File: src/rtl/tmr_pkg.sv
package tmr_pkg;
  parameter int NUM_CH  = 4;
  parameter int CNT_W   = 32;
  parameter int PSC_W   = 4;
  parameter int PSC_MAX = 9;
  parameter int ADDR_W  = 5;

  localparam logic [ADDR_W-1:0] A_START   = 5'd0;
  localparam logic [ADDR_W-1:0] A_STOP    = 5'd1;
  localparam logic [ADDR_W-1:0] A_COUNT   = 5'd2;
  localparam logic [ADDR_W-1:0] A_CLEAR   = 5'd3;
  localparam logic [ADDR_W-1:0] A_HALT    = 5'd4;
  localparam logic [ADDR_W-1:0] A_SHORT   = 5'd5;
  localparam logic [ADDR_W-1:0] A_EN_SET  = 5'd6;
  localparam logic [ADDR_W-1:0] A_EN_CLR  = 5'd7;
  localparam logic [ADDR_W-1:0] A_CAP0    = 5'd8;
  localparam logic [ADDR_W-1:0] A_FLAG0   = 5'd12;
  localparam logic [ADDR_W-1:0] A_CMP0    = 5'd16;
  localparam logic [ADDR_W-1:0] A_MODE    = 5'd20;
  localparam logic [ADDR_W-1:0] A_WIDTH   = 5'd21;
  localparam logic [ADDR_W-1:0] A_PSC     = 5'd22;

  localparam int EN_LSB   = 16;
  localparam int STOP_LSB = 8;

  typedef enum logic {SRC_TIMER = 1'b0, SRC_COUNT = 1'b1} src_e;

  function automatic logic [CNT_W-1:0] cnt_mask(input logic [1:0] sel);
    logic [31:0] m;
    case (sel)
      2'd0: m = 32'h0000_FFFF;
      2'd1: m = 32'h0000_00FF;
      2'd2: m = 32'h00FF_FFFF;
      default: m = 32'hFFFF_FFFF;
    endcase
    return m[CNT_W-1:0];
  endfunction
endpackage

File: src/rtl/tmr_tick_gen.sv
module tmr_tick_gen #(
  parameter int PSC_W   = tmr_pkg::PSC_W,
  parameter int PSC_MAX = tmr_pkg::PSC_MAX
) (
  input  logic             clk,
  input  logic             rst_n,
  input  logic             en,
  input  logic             restart,
  input  logic [PSC_W-1:0] psc,
  output logic             tick
);
  localparam int DIV_W = PSC_MAX + 1;

  logic [DIV_W-1:0] div_q;
  logic [DIV_W-1:0] limit;

  assign limit = DIV_W'((1 << psc) - 1);
  assign tick  = en && (div_q == limit);

  always_ff @(posedge clk) begin
    if (!rst_n)            div_q <= '0;
    else if (restart)      div_q <= '0;
    else if (en) begin
      if (div_q == limit)  div_q <= '0;
      else                 div_q <= div_q + 1'b1;
    end
  end
endmodule

File: src/rtl/tmr_chan.sv
module tmr_chan #(
  parameter int CNT_W = tmr_pkg::CNT_W
) (
  input  logic             clk,
  input  logic             rst_n,
  input  logic             cmp_wr,
  input  logic [CNT_W-1:0] cmp_wdata,
  input  logic             cap,
  input  logic [CNT_W-1:0] cnt_cur,
  input  logic             adv,
  input  logic [CNT_W-1:0] cnt_nxt,
  input  logic             flag_clr,
  output logic [CNT_W-1:0] cmp_q,
  output logic             flag_q,
  output logic             hit
);
  assign hit = adv && (cnt_nxt == cmp_q);

  always_ff @(posedge clk) begin
    if (!rst_n) begin
      cmp_q  <= '0;
      flag_q <= 1'b0;
    end else begin
      if (cap)         cmp_q <= cnt_cur;
      else if (cmp_wr) cmp_q <= cmp_wdata;
      if (hit)           flag_q <= 1'b1;
      else if (flag_clr) flag_q <= 1'b0;
    end
  end
endmodule

File: src/rtl/tmr_ccu.sv
module tmr_ccu
  import tmr_pkg::*;
#(
  parameter int NCH = NUM_CH,
  parameter int CW  = CNT_W,
  parameter int AW  = ADDR_W
) (
  input  logic          clk,
  input  logic          rst_n,
  input  logic          bus_wr,
  input  logic [AW-1:0] bus_addr,
  input  logic [31:0]   bus_wdata,
  output logic [31:0]   bus_rdata,
  output logic          irq_o
);
  logic              trig;
  logic              t_start, t_stop, t_count, t_clear, t_halt;
  logic [NCH-1:0]    t_cap, cmp_wr, flag_clr, hit, flag_q;
  logic [CW-1:0]     cmp_q [NCH];
  logic [CW-1:0]     cnt_q, cnt_nxt, mask;
  logic [NCH-1:0]    sc_clr_q, sc_stop_q, en_q;
  logic              run_q, tick, adv, clr_hit, stop_hit;
  src_e              mode_q;
  logic [1:0]        width_q;
  logic [PSC_W-1:0]  psc_q;

  assign trig    = bus_wr && (bus_wdata == 32'd1);
  assign t_start = trig && bus_addr == A_START && mode_q == SRC_TIMER;
  assign t_stop  = trig && bus_addr == A_STOP;
  assign t_count = trig && bus_addr == A_COUNT && mode_q == SRC_COUNT;
  assign t_clear = trig && bus_addr == A_CLEAR;
  assign t_halt  = trig && bus_addr == A_HALT;

  assign mask     = cnt_mask(width_q);
  assign cnt_nxt  = (cnt_q + 1'b1) & mask;
  assign adv      = (mode_q == SRC_TIMER && tick) || t_count;
  assign clr_hit  = |(hit & sc_clr_q);
  assign stop_hit = |(hit & sc_stop_q);
  assign irq_o    = |(flag_q & en_q);

  tmr_tick_gen u_tick (
    .clk     (clk),
    .rst_n   (rst_n),
    .en      (run_q && mode_q == SRC_TIMER),
    .restart (t_start || t_clear),
    .psc     (psc_q),
    .tick    (tick)
  );

  for (genvar i = 0; i < NCH; i++) begin : g_ch
    assign t_cap[i]    = trig && bus_addr == AW'(A_CAP0 + i);
    assign cmp_wr[i]   = bus_wr && bus_addr == AW'(A_CMP0 + i);
    assign flag_clr[i] = bus_wr && bus_addr == AW'(A_FLAG0 + i) && bus_wdata == 32'd0;
    tmr_chan #(.CNT_W(CW)) u_ch (
      .clk       (clk),
      .rst_n     (rst_n),
      .cmp_wr    (cmp_wr[i]),
      .cmp_wdata (bus_wdata[CW-1:0] & mask),
      .cap       (t_cap[i]),
      .cnt_cur   (cnt_q),
      .adv       (adv),
      .cnt_nxt   (cnt_nxt),
      .flag_clr  (flag_clr[i]),
      .cmp_q     (cmp_q[i]),
      .flag_q    (flag_q[i]),
      .hit       (hit[i])
    );
  end

  always_ff @(posedge clk) begin
    if (!rst_n) begin
      cnt_q     <= '0;
      run_q     <= 1'b0;
      sc_clr_q  <= '0;
      sc_stop_q <= '0;
      en_q      <= '0;
      mode_q    <= SRC_TIMER;
      width_q   <= 2'd0;
      psc_q     <= '0;
    end else begin
      if (t_clear)  cnt_q <= '0;
      else if (adv) cnt_q <= clr_hit ? '0 : cnt_nxt;

      if (t_start)                  run_q <= 1'b1;
      else if (t_stop || t_halt)    run_q <= 1'b0;
      else if (stop_hit)            run_q <= 1'b0;

      if (bus_wr) begin
        case (bus_addr)
          A_SHORT: begin
            sc_clr_q  <= bus_wdata[NCH-1:0];
            sc_stop_q <= bus_wdata[STOP_LSB +: NCH];
          end
          A_EN_SET: en_q  <= en_q | bus_wdata[EN_LSB +: NCH];
          A_EN_CLR: en_q  <= en_q & ~bus_wdata[EN_LSB +: NCH];
          A_MODE:   mode_q  <= src_e'(bus_wdata[0]);
          A_WIDTH:  width_q <= bus_wdata[1:0];
          A_PSC:    psc_q <= (bus_wdata[PSC_W-1:0] > PSC_W'(PSC_MAX)) ?
                             PSC_W'(PSC_MAX) : bus_wdata[PSC_W-1:0];
          default: ;
        endcase
      end
    end
  end

  always_comb begin
    bus_rdata = '0;
    case (bus_addr)
      A_SHORT: begin
        bus_rdata[NCH-1:0]          = sc_clr_q;
        bus_rdata[STOP_LSB +: NCH]  = sc_stop_q;
      end
      A_EN_SET, A_EN_CLR: bus_rdata[EN_LSB +: NCH] = en_q;
      A_MODE:  bus_rdata[0]        = mode_q;
      A_WIDTH: bus_rdata[1:0]      = width_q;
      A_PSC:   bus_rdata[PSC_W-1:0] = psc_q;
      default: begin
        for (int i = 0; i < NCH; i++) begin
          if (bus_addr == AW'(A_FLAG0 + i)) bus_rdata[0]    = flag_q[i];
          if (bus_addr == AW'(A_CMP0 + i))  bus_rdata[CW-1:0] = cmp_q[i];
        end
      end
    endcase
  end
endmodule

File: config.mk
export PLATFORM = sky130hd
export DESIGN_NAME = tmr_ccu
export DESIGN_NICKNAME = d
export VERILOG_FILES = /design/src/rtl/tmr_pkg.sv /design/src/rtl/tmr_tick_gen.sv /design/src/rtl/tmr_chan.sv /design/src/rtl/tmr_ccu.sv
export SDC_FILE = /design/constraint.sdc
export NUM_CORES = 1
export LEC_CHECK = 0
export CAP_MARGIN = 0
export CORE_MARGIN = 4
export CORE_UTILIZATION = 35
export CTS_BUF_LIST = sky130_fd_sc_hd__clkbuf_8
export CTS_CLUSTER_DIAMETER = 60
export DETAILED_ROUTE_END_ITERATION = 12
export HOLD_SLACK_MARGIN = 0.1
export PLACE_DENSITY = 0.62
export SLEW_MARGIN = 20
export SYNTH_ARGS = -nofsm -noshare
export SYNTH_HDL_FRONTEND = slang
export SYNTH_HIERARCHICAL = 1
export SYNTH_SLANG_ARGS = --single-unit
File: constraint.sdc
create_clock -name clk -period 6.93 [get_ports clk]
set_clock_uncertainty 0.15 [all_clocks]
set_input_delay 0.693 -clock clk [delete_from_list [all_inputs] [get_ports clk]]
set_output_delay 0.693 -clock clk [all_outputs]
set_load 0.01 [all_outputs]
Word level (Yosys, flattened, before mapping)

Index checks and enable logic that the tools add are counted.

Reduce and logical (&&, ||, !) cells: 63
Bitwise gates (word level): 10
Shifts and indexed selects: 1
Eq/ne operators: 30
Magnitude comparators: 1
$add $sub $neg: 3
Mux-type cells: 41

Operators by type and width:

| cell                  | count |
|---|---|
| $mux 32               | 14 |
| $eq 32x32->1          | 4 |
| $pmux 32 s3           | 1 |
| $and 32x32->32        | 2 |
| $eq 5x4->1 const B    | 8 |
| $eq 5x5->1 const B    | 7 |
| $add 32x1->32 const B | 1 |
| $eq 32x1->1 const B   | 1 |
| $logic_not 32->1      | 1 |
| $logic_and 1x1->1     | 31 |
| $pmux 4 s2            | 3 |
| $eq 5x3->1 const B    | 4 |
| $reduce_or 4->1       | 5 |
| $reduce_bool 2->1     | 9 |
| $and 4x4->4           | 4 |
| $mux 1                | 15 |
| $mux 12               | 1 |
| $mux 4                | 3 |
| $add 10x1->10 const B | 1 |
| $eq 10x10->1          | 1 |
| $eq 5x2->1 const B    | 2 |
| $mux 10               | 1 |
| $reduce_and 2->1      | 5 |
| $shl 1x4->10 const A  | 1 |
| other kinds (19)      | 24 |

Logic and storage cells: 166
Bits in registers: 194
Bits of input ports: 40
Output and inout port bits: 33

Logic depth before layout (Yosys ltp)

Gate-level depths: netlist of the first run.

Word-level depth: 12
Mapped depth: 21
Depth with buffers taken out: 17

By module

The synthesis of the first run kept the hierarchy.

Modules (own cells, without submodules):

| module       | instances | cells an instance | area an instance (µm²) | sequential area each (µm²) |
|---|---|---|---|---|
| tmr_chan     | 4         | 223               | 1901.8                 | 660.6 |
| tmr_ccu      | 1         | 588               | 4388.0                 | 1041.0 |
| tmr_tick_gen | 1         | 96                | 824.5                  | 200.2 |

Worst setup path after synthesis of the first run

No wires, ideal clock.

Path type: register to register
From: register psc_q[3]
To: register cnt_q[23]
Clock period less this slack: 4654 ps
Slack: 2276 ps
Buffers on the path: 5
Cell stages (with the launch flop): 22
Setup time: 117 ps
Required time: 6663 ps
Arrival time: 4387 ps
Cell sequence: dfxtp_1 > buf_2 > or4b_1 > ha_1 > or3_1 > a21oi_1 > o22ai_1 > and4b_1 > buf_6 > and2_1 > nand2b_1 > nand2_1 > clkbuf_1 > nand2_1 > nor4_1 > and3_2 > a22oi_1 > nand2_1 > clkbuf_1 > nor2_1 > clkbuf_1 > a32o_1

Word-level cells in the longest chain between the ends: 10
Elaborated cells between the ends (all ways): 13
Those cells by class: add/sub (1); eq/ne (1); shift (1); mux (1); bitwise (1); reduce/logical (8)

Ends and longest elaborated chain:

| item                   | line               | source |
|---|---|---|
| start, declared        | tmr_ccu.sv:25      | `logic [PSC_W-1:0] psc_q;` |
| start signal, assigned | tmr_ccu.sv:98      | `A_PSC: psc_q <= (bus_wdata[PSC_W-1:0] > PSC_W'(PSC_MAX)) ?` |
| $shl 1x4->10           | tmr_tick_gen.sv:17 | `assign limit = DIV_W'((1 << psc) - 1);` |
| $sub 10x2->10          | tmr_tick_gen.sv:17 |  |
| $eq 10x10->1           | tmr_tick_gen.sv:18 | `assign tick = en && (div_q == limit);` |
| $logic_and 1x1->1      | tmr_tick_gen.sv:18 |  |
| via tick               | tmr_ccu.sv:22      | `logic run_q, tick, adv, clr_hit, stop_hit;` |
| $logic_and 1x1->1      | tmr_ccu.sv:36      | `assign adv = (mode_q == SRC_TIMER && tick) \|\| t_count;` |
| $logic_or 1x1->1       | tmr_ccu.sv:36      |  |
| via adv                | tmr_ccu.sv:22      |  |
| $logic_and 1x1->1      | tmr_chan.sv:17     | `assign hit = adv && (cnt_nxt == cmp_q);` |
| via hit[0]             | tmr_ccu.sv:18      | `logic [NCH-1:0] t_cap, cmp_wr, flag_clr, hit, flag_q;` |
| $and 4x4->4            | tmr_ccu.sv:37      | `assign clr_hit = \|(hit & sc_clr_q);` |
| $reduce_or 4->1        | tmr_ccu.sv:37      |  |
| $mux 32                | tmr_ccu.sv:82      | `else if (adv) cnt_q <= clr_hit ? '0 : cnt_nxt;` |
| end signal, assigned   | tmr_ccu.sv:82      |  |
| end, declared          | tmr_ccu.sv:20      | `logic [CW-1:0] cnt_q, cnt_nxt, mask;` |

The timed path passes the listed nets, and every way through them passes these cells.
A chain may end at the register's enable or synchronous reset.

Worst setup path after layout of the first run

From: register psc_q[3]
To: register cnt_q[5]

Word-level cells in the longest chain between the ends: 10
Elaborated cells between the ends (all ways): 13
Those cells by class: add/sub (1); eq/ne (1); shift (1); mux (1); bitwise (1); reduce/logical (8)

Ends and longest elaborated chain:

| item              | line |
|---|---|
| $shl 1x4->10      | tmr_tick_gen.sv:17 |
| $sub 10x2->10     | tmr_tick_gen.sv:17 |
| $eq 10x10->1      | tmr_tick_gen.sv:18 |
| $logic_and 1x1->1 | tmr_tick_gen.sv:18 |
| via tick          | tmr_ccu.sv:22 |
| $logic_and 1x1->1 | tmr_ccu.sv:36 |
| $logic_or 1x1->1  | tmr_ccu.sv:36 |
| $logic_and 1x1->1 | tmr_chan.sv:17 |
| via hit[2]        | tmr_ccu.sv:18 |
| $and 4x4->4       | tmr_ccu.sv:37 |
| $reduce_or 4->1   | tmr_ccu.sv:37 |
| $mux 32           | tmr_ccu.sv:82 |

The timed path passes the listed nets, and every way through them passes these cells.

==> results of run 1 <==
per-stage QoR:
stage,power [mW],area [um2],std cells
final,2.012,14180,2047
after global routing,2.073,14180,2047
after CTS,2.018,14180,2047
after detailed placement,1.275,13810,2016
after global placement,1.274,13810,2016
after floorplan,1.211,12820,1576
cell usage after synthesis, types with 24 or more instances:
library cell  instances
clkbuf_1             79
nand4_1              42
dfxtp_1             194
mux2i_1             143
nor2_1               39
and2_1              154
nand2_1             199
o21ai_0             140
a21oi_1              47
xnor2_1             129
nand3_1              50
nor4_1               24
cell type report:
cell class	instances	share of cell area, %
Sequential cell	194	27.38
Tap cell	461	4.067
Clock inverter	12	0.8028
Inverter	10	0.2646
Clock buffer	19	1.844
Multi-Input combinational cell	1257	59.41
Timing Repair Buffer	94	6.228
how the worst max path moves through the flow:
stage	end	slack, ns	cells after the start
2_1_floorplan	cnt_q[23]	2.28	21
3_3_place_gp	cnt_q[27]	1.45	17
3_5_place_dp	cnt_q[5]	1.33	17
4_1_cts	cnt_q[20]	1.29	17
5_1_grt	cnt_q[5]	0.75	17
6_report	cnt_q[5]	1.11	17
cells by family after synthesis:
family | after synthesis | synth area share (%)
simple gates | 620 | 25.93
compound gates | 337 | 17.41
flops | 194 | 30.29
xor+xnor | 152 | 10.38
mux | 145 | 11.34
buf+inv | 125 | 4.343
fa+ha+maj | 3 | 0.2928
critical path, delay by kind of cell, from the launching register on:
| kind | cells | cell delay (ns) |
|---|---|---|
| simple gates | 10 | 3.38 |
| compound gates | 5 | 1.20 |
| flops | 1 | 0.47 |
| fa+ha+maj | 1 | 0.26 |
| buf+inv | 1 | 0.26 |
layer usage:
metal | share of wire, % | routed length [um] | GRT usage [%] | vias up
li1 | - | - | - | 5643
met1 | 42 | 20010 | 31.78 | 5818
met2 | 44 | 20650 | 35.71 | 643
met3 | 9.4 | 4437 | 4.535 | 98
met4 | 4.3 | 2009 | 9.610 | 0
met5 | 0 | 0 | 0 | -
power by group:
part / switching [mW] / internal (mW) / leakage, nW
Clock: 0.476 / 0.283 / 0.192
Sequential: 0.00499 / 1.12 / 1.56
Combinational: 0.0852 / 0.0447 / 2.61
Total: 0.566 / 1.45 / 4.37
sequential cells by signal, summed over array words and instances (netlist names), named ones only:
name and flops:
psc_q 4, sc_stop_q 4, sc_clr_q 4, g_ch.u_ch/flag_q 4
cnt_q 32, u_tick/div_q 10, g_ch.u_ch/cmp_q 128, run_q 1
mode_q 1, width_q 2
==> results.md, run 1 <==
- Row count: 69
- First-pass GRT wire length: 71.10 mm
- Top post-synthesis cells by area: dfxtp_1 (30%), mux2i_1 (11%), xnor2_1 (8.8%)
- Dpl hpwl: 33.30 mm
- Warnings, synthesis: 6
- Clock latency on the worst-skew pair: 0.51 ns
- Peak VDD IR: 91.89 uV
- Slowest-stage cell, CP: and2_0
- H-tree levels: 4
- Syn_area_per_cell: 8.134 um2
- Most frequent cell on the critical path: nand2_1
- CP Launch Type: register
- Number of synthesized flops with an enable pin: 0
- Main synth FF type: dfxtp_1
- Worst reg-to-reg path cell count: 17
- Worst R2R Start: psc_q[3]
- Final Util: 39.59%
- LEAKAGE: 4.365 nW
- Commonest non-fill, non-tap cell in the layout: nand2_1
- CTS Sinks: 194
- TritonCTS clock tree: built
- Hold EP: sc_stop_q[2]
- Hold path start: sc_stop_q[2]
- Initial antenna violation count: 1
- N_diodes: 0
- CP max FO: 21
- Hold Path Depth: 2
- Max Clk Rate: 171.8 MHz
- Initial drt markers: 1353
- Gr usage total: 23.16%
- Synth cell types: 64
- Max Cap Viol: 0
- Least-Margin Pin Slew: 1.109 ns
- GRT overflow: 0
- Via Count: 12200
- Worst hold slack: 0.3457 ns
- Layout fillers: 3632
- Asr flop ratio synth: 0%
- Nets: 1617
- Max-slew headroom: 25.66%
- Worst-path clk slew: 0.10 ns
- Via density: 5.961
- Register-to-register setup slack: 1.11 ns
- Hold_buf cts: 0
- Status: completed
- WP data arrival: 6.07 ns
- Fin crit share: 83.99%
- WL/cell: 23.01 um
- Critical path required time: 7.18 ns
- CTS Buf Count: 17
- Power per cell area: 141.8 nW/um2
- Kind of critical path: register to register
- Crit. End Element: register
- Post-Synthesis Cells: 1576
- Final Max Slew Viols: 0
- Worst hold path class: register to register
- Vias in the first global route: 11490
- Pre-CTS setup slack: 1.327 ns
- Area share of the largest cell type after synthesis: 30.29%
- Die Y-Extent: 199.4 um
- Final GP Congestion: 1.055
- Final Hold Vio Count: 0
- Critical path, cell by cell: or4_4 -> ha_1 -> or3_1 -> a211oi_1 -> a21oi_1 -> and4b_1 -> and2_1 -> nand2b_1 -> buf_4 -> nand2_1 -> nand2_1 -> nor4_1 -> and3_2 -> a22oi_1 -> and2_0 -> o21ai_0 -> o32ai_1
- Total Wirelength: 47.10 mm
- I/O Buffers: 72
- Resized Gates After CTS: 0
- Post-route ant nets: 0
- #FFs+latches synth: 194
- Longest Clk Path Bufs: 2
- Initial Util: 35.78%
- Share of the yosys chip area belonging to registers: 30.29%
- Area Growth Syn to Fin: 10.64%
- Die Wd: 199.4 um
- Clock root cell: clkbuf_8
- Drt drc: 0
- Share of cells above drive strength 1: 5.612%
- FF-to-FF End: cnt_q[5]
- Unrepaired setup endpoints after global routing: no
- Setup_tns: 0 ns
- Final setup violation count: 0
- Max incr delay on CP: 0.75 ns
- Cell Area, Synth: 12820 um2
- CP startpoint: psc_q[3]
- Pin count of the biggest net entering global routing: 81
- I/O pin count: 73
- Leading area contributor after synthesis: dfxtp_1
- Minimum clock period: 5.821 ns
- Core area: 35830 um2
- Setup bufs post-CTS: 0
- Full die area: 39750 um2
- Final worst slack: 1.109 ns
- Most frequent cells in the layout: nand2_1 (199), dfxtp_1 (194), and2_1 (152), mux2i_1 (143), o21ai_0 (140)
- Area of the multi-input gates: 8427 um2
- Reg area: 3884 um2
- Syn nets: 1619
- Router iterations before antenna repair: 5
Power figures use the tool's default switching activity.
==> run 2: changes to the inputs <==
==> constraint.sdc (replaced) <==
create_clock -name clk -period 5.99 [get_ports clk]
set_clock_uncertainty 0.15 [all_clocks]
set_input_delay 0.599 -clock clk [delete_from_list [all_inputs] [get_ports clk]]
set_output_delay 0.599 -clock clk [all_outputs]
set_load 0.01 [all_outputs]
==> results.md, run 2 (synthesized netlist as in run 1, its figures left out) <==
- Drt drc: 0 (unchanged)
- Number of flip-flops in the largest register: 128 (unchanged)
- GRT overflow: 0 (unchanged)
- Longest Clk Path Bufs: 2 (unchanged)
- Worst reg-to-reg path cell count: 13 (-4)
- Clock latency on the worst-skew pair: 0.51 ns (about the same)
- Fin crit share: 90.01% (+6.0 points)
- Clock root cell: clkbuf_8
- Crit. End Element: register
- Max incr delay on CP: 0.67 ns (-0.08 ns)
- Total Wirelength: 48.09 mm (+2.1%)
- Initial drt markers: 1435 (+6.1%)
- Non-filler instance count after layout: 2063 (+0.78%)
- Kind of critical path: register to register
- First-pass GRT wire length: 72.36 mm (+1.8%)
- Reg area: 3884 um2 (unchanged)
- Status: completed
- Critical path required time: 6.22 ns (-0.96 ns)
- Layout fillers: 3607 (-0.69%)
- Row count: 69 (unchanged)
- CP Launch Type: register
- Final Max Slew Viols: 0 (unchanged)
- Hold EP: g_ch[2].u_ch/flag_q
- Worst-path clk slew: 0.11 ns (about the same)
- I/O pin count: 73 (unchanged)
- Placed insts: 2031 (+0.74%)
- Setup_tns: 0 ns (unchanged)
- Final Hold Vio Count: 0 (unchanged)
- WL/cell: 23.31 um (+1.3%)
- FF-to-FF End: cnt_q[6]
- Via density: 6.034 (+1.2%)
- Hold path start: g_ch[2].u_ch/flag_q
- Slowest-stage cell, CP: or4_4
- Critical path, cell by cell: ha_1 -> nand2_1 -> or4_4 -> or3_2 -> a21oi_1 -> xnor2_1 -> nand4_1 -> nor4_1 -> and3_2 -> a22oi_1 -> and2_0 -> o21ai_0 -> o32ai_1
- CP max FO: 14 (-33%)
- Dpl hpwl: 34.68 mm (+4.2%)
- Max Clk Rate: 185.5 MHz (+8.0%)
- Pin count of the biggest net entering global routing: 86 (+6.2%)
- N_diodes: 0 (unchanged)
- WP data arrival: 5.62 ns (-0.45 ns)
- Least-Margin Pin Slew: 1.113 ns (+0.004284 ns)
- LEAKAGE: 4.447 nW (+1.9%)
- Via Count: 12450 (+2.0%)
- Full die area: 39750 um2 (unchanged)
- Area Growth Syn to Fin: 12.21%
- Largest reg by FF count: g_ch.u_ch/cmp_q
- H-tree levels: 4 (unchanged)
- Unrepaired setup endpoints after global routing: no
- I/O Buffers: 72 (unchanged)
- Post-route ant nets: 0 (unchanged)
- Resized Gates After CTS: 0 (unchanged)
- CTS Sinks: 194 (unchanged)
- Hold_buf cts: 0 (unchanged)
- Register-to-register setup slack: 0.60 ns (-0.51 ns)
- Initial Util: 35.78% (unchanged)
- Die Y-Extent: 199.4 um (unchanged)
- Power per cell area: 162.7 nW/um2 (+15%)
- Final GP Congestion: 1.072 (+1.6%)
- Initial antenna violation count: 0 (-1)
- Vias in the first global route: 11360 (-1.2%)
- Nets: 1632 (+0.93%)
- Minimum clock period: 5.392 ns (-0.4289 ns)
- Max-slew headroom: 25.78% (+0.12 points)
- Die Wd: 199.4 um (unchanged)
- Largest registers: g_ch.u_ch/cmp_q (128), cnt_q (32), u_tick/div_q (10)
- Max Cap Viol: 0 (unchanged)
- Share of cells above drive strength 1: 6.554% (+0.94 points)
- Worst R2R Start: cnt_q[0]
- Setup bufs post-CTS: 0 (unchanged)
- Router iterations before antenna repair: 6 (+1)
- TritonCTS clock tree: built
- Worst hold path class: register to register
- CTS Buf Count: 17 (unchanged)
- Hold Path Depth: 2 (unchanged)
- Peak VDD IR: 108.5 uV (+18%)
- Gr usage total: 23.69% (+0.54 points)
- Most frequent cells in the layout: nand2_1 (199), dfxtp_1 (194), and2_1 (152), mux2i_1 (143), o21ai_0 (140)
- Commonest non-fill, non-tap cell in the layout: nand2_1
- Core area: 35830 um2 (unchanged)
- Area of the multi-input gates: 8433 um2 (about the same)
- Final setup violation count: 0 (unchanged)
==> run 2: changes by cell type in the layout (fill, tap and decap cells not counted) <==
cell and delta:
inv_6 -1, nor3_4 +1, buf_4 +10, nor3_2 -1, clkinvlp_4 +4, bufinv_16 +1
buf_12 +5, inv_8 -4, clkbuf_8 +1
==> run 2: worst max-delay path, delay by kind of cell, from the launching register on <==
kind	cells	cell delay, ns
flops	1	0.58
fa+ha+maj	1	0.38
compound gates	4	1.04
simple gates	7	2.89
xor+xnor	1	0.20
==> run 2: final cells by class <==
| cell class | count | share of cell area [%] |
|---|---|---|
| multi-input cells | 1257 | 58.62 |
| clock buffers | 20 | 1.914 |
| inverters | 10 | 0.2609 |
| flip-flops and latches | 194 | 27.00 |
| clock inverters | 12 | 0.8350 |
| well taps | 461 | 4.010 |
| repair buffers | 109 | 7.358 |
==> run 2: how the worst max path moves through the flow <==
stage	from	endpoint	slack, ns	cells past startpoint
floorplan	psc_q[3]	cnt_q[23]	1.34	21
global placement	cnt_q[0]	cnt_q[29]	0.83	14
detailed placement	cnt_q[0]	cnt_q[5]	0.78	12
CTS	cnt_q[0]	cnt_q[6]	0.75	13
global route	cnt_q[0]	cnt_q[6]	0.42	13
finish	cnt_q[0]	cnt_q[6]	0.60	13
==> run 2: per-stage QoR <==
step	instance area (um2)	total power, mW	setup slack (ns)	hold WS [ns]	utilization, %
after CTS	14380	2.361	0.7467	0.3697	40.13
after global routing	14390	2.413	0.4183	0.3973	40.15
final	14390	2.340	0.5982	0.3805	40.15
after floorplan	12820	1.401	1.336	0.2984	-
after detailed placement	13980	1.478	0.7783	0.3530	39.03
after global placement	13980	1.477	0.8288	0.3444	39.03
==> run 2: power breakdown <==
part / internal [mW] / switching [mW] / total (mW)
combinational: 0.0547 / 0.0981 / 0.153
sequential: 1.29 / 0.00567 / 1.30
clock: 0.368 / 0.520 / 0.888
==> run 2: per-layer routing <==
metal	global-route usage, %	vias up	part of all wire, %
met5	0	-	0
met4	7.270	0	2.7
met3	4.738	83	9.2
met2	36.32	689	44
met1	33.70	6008	44
li1	-	5669	-
